===== src/rtl/vid_irq_pkg.sv =====
package vid_irq_pkg;
  localparam int DATA_W     = 8;
  localparam int N_SRC      = 2;  // 0: scan line, 1: one second
  localparam int STAT_LSB   = 5;
  localparam int EN_LSB     = 1;
  localparam int MASTER_BIT = 7;
endpackage


===== src/rtl/vid_irq_src.sv =====
module vid_irq_src (
  input  logic clk_i,
  input  logic rst_ni,
  input  logic evt_i,
  input  logic clr_we_i,
  input  logic keep_i,
  input  logic ctl_we_i,
  input  logic en_d_i,
  output logic stat_o,
  output logic en_o
);
  logic stat_q, en_q;

  // event has priority over a clear in the same cycle
  always_ff @(posedge clk_i or negedge rst_ni) begin
    if (!rst_ni) begin
      stat_q <= 1'b0;
    end else if (evt_i) begin
      stat_q <= 1'b1;
    end else if (clr_we_i && !keep_i) begin
      stat_q <= 1'b0;
    end
  end

  always_ff @(posedge clk_i or negedge rst_ni) begin
    if (!rst_ni) begin
      en_q <= 1'b0;
    end else if (ctl_we_i) begin
      en_q <= en_d_i;
    end
  end

  assign stat_o = stat_q;
  assign en_o   = en_q;
endmodule


===== src/rtl/vid_irq_master.sv =====
module vid_irq_master #(
  parameter int N_SRC = 2
) (
  input  logic             clk_i,
  input  logic             rst_ni,
  input  logic [N_SRC-1:0] stat_i,
  input  logic [N_SRC-1:0] en_i,
  output logic             pend_o
);
  logic pend_q;

  always_ff @(posedge clk_i or negedge rst_ni) begin
    if (!rst_ni) begin
      pend_q <= 1'b0;
    end else begin
      pend_q <= |(stat_i & en_i);
    end
  end

  assign pend_o = pend_q;
endmodule


===== src/rtl/vid_irq_reg.sv =====
module vid_irq_reg
  import vid_irq_pkg::*;
#(
  parameter int DW    = DATA_W,
  parameter int NS    = N_SRC,
  parameter int S_LSB = STAT_LSB,
  parameter int E_LSB = EN_LSB,
  parameter int M_BIT = MASTER_BIT
) (
  input  logic          clk_i,
  input  logic          rst_ni,
  input  logic          line_evt_i,
  input  logic          sec_evt_i,
  input  logic          ctl_we_i,
  input  logic          clr_we_i,
  input  logic [DW-1:0] wdata_i,
  output logic [DW-1:0] rdata_o,
  output logic          irq_o
);
  logic [NS-1:0] evt, stat, en;
  logic          pend;

  assign evt = NS'({sec_evt_i, line_evt_i});

  for (genvar i = 0; i < NS; i++) begin : g_src
    vid_irq_src u_src (
      .clk_i    (clk_i),
      .rst_ni   (rst_ni),
      .evt_i    (evt[i]),
      .clr_we_i (clr_we_i),
      .keep_i   (wdata_i[S_LSB+i]),
      .ctl_we_i (ctl_we_i),
      .en_d_i   (wdata_i[E_LSB+i]),
      .stat_o   (stat[i]),
      .en_o     (en[i])
    );
  end

  vid_irq_master #(.N_SRC(NS)) u_master (
    .clk_i  (clk_i),
    .rst_ni (rst_ni),
    .stat_i (stat),
    .en_i   (en),
    .pend_o (pend)
  );

  always_comb begin
    rdata_o        = '0;
    rdata_o[M_BIT] = pend;
    for (int i = 0; i < NS; i++) begin
      rdata_o[S_LSB+i] = stat[i];
      rdata_o[E_LSB+i] = en[i];
    end
  end

  assign irq_o = pend;
endmodule


===== config.mk =====
export PLATFORM = sky130hd
export DESIGN_NAME = vid_irq_reg
export DESIGN_NICKNAME = d
export VERILOG_FILES = /design/src/rtl/vid_irq_pkg.sv /design/src/rtl/vid_irq_src.sv /design/src/rtl/vid_irq_master.sv /design/src/rtl/vid_irq_reg.sv
export SDC_FILE = /design/constraint.sdc
export NUM_CORES = 1
export LEC_CHECK = 0
export BUFFER_PORTS_ARGS = -buffer_cell sky130_fd_sc_hd__buf_2
export CAP_MARGIN = 20
export CORE_AREA = 5 5 42 44
export CTS_CLUSTER_SIZE = 40
export DETAILED_ROUTE_END_ITERATION = 16
export DIE_AREA = 0 0 47 49
export PLACE_DENSITY = 0.45
export SETUP_SLACK_MARGIN = 0.02
export SKIP_CTS_REPAIR_TIMING = 1
export SYNTH_ARGS = -nofsm -noshare
export SYNTH_HDL_FRONTEND = slang
export SYNTH_SLANG_ARGS = --single-unit
export TNS_END_PERCENT = 20

===== constraint.sdc =====
create_clock -name clk_i -period 1.75 [get_ports clk_i]
set_clock_uncertainty 0.15 [all_clocks]
set_input_delay 0.0875 -clock clk_i [delete_from_list [all_inputs] [get_ports clk_i]]
set_output_delay 0.0875 -clock clk_i [all_outputs]
set_load 0.05 [all_outputs]

Word-level counts from Yosys, hierarchy flattened --
Index checks and enable logic that the tools add are counted.
Cells by class: mux-type cells 4, bitwise gates (word level) 1, reduce and logical (&&, ||, !) cells 7
Operator list (number):
- 2-to-1 mux 1 bit | 4
- nonzero test 2 bit | 2
- bitwise AND 2 bit | 1
- logical AND 1 bit | 2
- zero test 1 bit | 2
- OR reduction 2 bit | 1
Word-level totals: register bits 5, input port bits 14, word-level logic and storage cells 17

Logic depth before layout (Yosys ltp) --
depth after elaboration 4, gate-level depth with buffers 2, depth with buffers taken out 2

By module --
Synthesis repeated with hierarchy kept, for this count alone.
Second synthesis, totals: cells, all modules 17, area, all modules 225.2 µm²
Modules (own cells, without submodules):
- vid_irq_src | instances 2, cells an instance 5, area an instance 78.8 µm², sequential area each 50.0 µm²
- vid_irq_master | instances 1, cells an instance 2, area an instance 33.8 µm², sequential area each 25.0 µm²
- vid_irq_reg | instances 1, cells an instance 5, area an instance 33.8 µm², sequential area each 0.0 µm²

Worst setup path after synthesis --
Ideal clock, no wire load.
kind register -> output, start point reg u_master.pend_q (netlist: u_master.pend_o), end point out rdata_o[7], data arrival time 886 ps, path slack 626 ps, cell stages (with the launch flop) 2, path through dfrtp_1 buf_4
RTL lines:
- start: declaration | RTL line vid_irq_master.sv:10 | logic pend_q;
- start signal: assignment | RTL line vid_irq_master.sv:16 | pend_q <= |(stat_i & en_i);
- end: declaration | RTL line vid_irq_reg.sv:17 | output logic [DW-1:0] rdata_o,
No word-level cell between the ends.

Worst setup path after layout --
start point in wdata_i[1], end point reg g_src[0].u_src.en_q
RTL lines:
- start: declaration | RTL line vid_irq_reg.sv:16 | input logic [DW-1:0] wdata_i,
- end signal: assignment | RTL line vid_irq_src.sv:29 | en_q <= en_d_i;
- end: declaration | RTL line vid_irq_src.sv:12 | logic stat_q, en_q;
No word-level cell between the ends.

==> results.toml <==
[route]
remaining_drc_errors = 0
drt_first_pass_iters = 1
dr_total_vias = 213
wl_per_cell_um = 9.66
ant_nets = 0
vias_per_cell = 3.61
initialDrtViolationCount = 0
drt-total-wl_um = 570

[synth]
synth_seq_cells = 5
yosys_warnings = 0
syn_area_per_cell_um2 = 12.2
synth_area_um2 = 255
synthXorXnorAreaFrac = 0
synth.area.top_cells = "dfrtp_1 49%, buf_4 24%, mux2_4 12%"
netlist_instances = 21
synth_compound_area_frac = 0.0931
synth_top_area_share = 0.490
synth_simple_gate_area_frac = 0.0490
synth_fa_ha_area_frac = 0
synth_mux_area_frac = 0.118
synth_top_family_by_area = "buffers and inverters"
synth_largest_area_cell = "dfrtp_1"
yosysUniqueCellTypes = 7
yosysSeqAreaShare = 0.490

[place]
port_buffers = 15
gp_congestion = 0.612

[sta]
max_freq_mhz = 641
setup_viol = 0
rsz0062_at_grt = "no"
fin_setup_tns_ns = 0
fin_crit_ns = 1.56
fin_crit_sh = 0.891
hold_violations = 0
maxSlewViolCount = 0

[setup_path]
path_class = "primary input to flop"
r2r_slack_ns = 0.27
worst_r2r_path_depth = 2
cp_max_fo = 1
cp-startpoint = "wdata_i[1]"
cp_data_arrival_time_ns = 1.53
start_kind = "primary input"
end_kind = "flop"
crit_required_ns = 1.72
r2r-start = "g_src[0].u_src.en_o$_DFFE_PN0P_"
r2r-end = "g_src[0].u_src.en_o$_DFFE_PN0P_"

[global_routing]
grt_max_degree = 6
busiest_layer = "met2"
grt_pass1_wl_um = 648
use_met3 = 0.0332
grt_overflow_total = 0
antenna_found_initial = 0
grt_pass1_vias = 155
track_usage = 0.0453
grt_use_met2 = 0.0633
globalRouteMet1Util = 0.0335

[die]
die_w_um = 47
pin_count = 23
die_h_um = 49
start_util = 0.182
die_area_um2 = 2300
design.core.area_um2 = 1400
rows = 14

[layout]
fill_cells = 153
multi_input_area_um2 = 77.6
drive_above_1_share = 0.465
nets = 58
diodes = 0
synthToLayoutAreaGrowth_pct = 62.3
regArea_um2 = 125

[clock_network]
tritoncts = "yes"
cts_buffers = 3
cts.sinks = 5
h-tree-depth = 1
max-clock-path-buffers = 2
clk_latency_ns = 0.24
cts.clk_slew.worst_paths_ns = 0.04
cts_root_buf = "clkbuf_4"

[power_and_ir_drop]
p_total_w = 0.000396
p_per_area_nw_per_um2 = 955
ir_drop_mv = 0.292
p_leak_nw = 0.203

[hold_path]
min_path_type = "primary input to asynchronous set/reset pin"

[run_status]
status = "finished clean"

[flow_run]
max-cap-violations = 0
[sequential cells by signal (all words and copies together), names as in the netlist]
name / flops
g_src.u_src.en_o: 2
g_src.u_src.stat_o: 2
u_master.pend_o: 1
[worst max-delay path by stage]
| stage | endpoint | slack, ns | cells after the start |
|---|---|---|---|
| after floorplan | rdata_o[7] | 0.63 | 1 |
| after global placement | g_src[1].u_src.en_o$_DFFE_PN0P_ | 0.83 | 1 |
| after detailed placement | g_src[0].u_src.en_o$_DFFE_PN0P_ | 0.83 | 1 |
| after CTS | rdata_o[5] | 0.61 | 1 |
| after global routing | g_src[1].u_src.en_o$_DFFE_PN0P_ | 0.16 | 4 |
| final | g_src[0].u_src.en_o$_DFFE_PN0P_ | 0.19 | 4 |
[cells in the final DEF, fill, tap and decap left out]
master / synthesis / layout
a21o_1: 2 / 2
nand2b_1: 2 / 2
conb_1: 1 / 3
dlygate4sd3_1: 0 / 9
mux2_4: 2 / 2
buf_2: 0 / 15
clkbuf_4: 0 / 3
clkbuf_1: 0 / 1
dfrtp_1: 5 / 5
a22o_1: 1 / 1
[critical path, stage by stage]
cell and delay [ns]:
dlygate4sd3_1 0.53, buf_2 0.12, mux2_4 0.24, dlygate4sd3_1 0.55
[area by class of cell]
type,instances,area share
Clock buffer,4,0.0634
Multi-Input combinational cell,10,0.187
Sequential cell,5,0.302
Tap cell,16,0.0483
Timing Repair Buffer,24,0.399
[kinds of logic after synthesis]
logic type / Yosys count
flops: 5
mux: 2
simple gates: 2
compound gates: 3
buf+inv: 8
other cells: 1
[power breakdown]
| part | internal, W | total (W) | switching [W] |
|---|---|---|---|
| Sequential | 0.000127 | 0.000134 | 0.00000705 |
| Clock | 0.0000863 | 0.000135 | 0.0000483 |
| Combinational | 0.0000453 | 0.000127 | 0.0000818 |
| Total | 0.000258 | 0.000396 | 0.000137 |
[Yosys cell counts]
master    instances
a22o_1            1
conb_1            1
nand2b_1          2
mux2_4            2
buf_4             8
a21o_1            2
dfrtp_1           5
[stage by stage]
| step | setup slack (ns) | instance area (um^2) | utilization | hold slack, ns | cells |
|---|---|---|---|---|---|
| 3_3_place_gp | 0.831 | 298 | 0.213 | -0.244 | 46 |
| 2_1_floorplan | 0.626 | 263 | - | -0.358 | 23 |
| 4_1_cts | 0.612 | 324 | 0.231 | -0.505 | 50 |
| 5_1_grt | 0.157 | 414 | 0.296 | 0.0499 | 59 |
| 3_5_place_dp | 0.831 | 298 | 0.213 | -0.242 | 46 |
| 6_report | 0.191 | 414 | 0.296 | 0.0407 | 59 |
[metal layers]
metal,routed length [um],part of all wire,vias up
li1,-,-,101
met1,168,0.29,100
met2,336,0.59,10
met3,50,0.088,2
met4,15,0.026,0
met5,0,0,-
No activity file was read; power rests on OpenSTA's default activity.
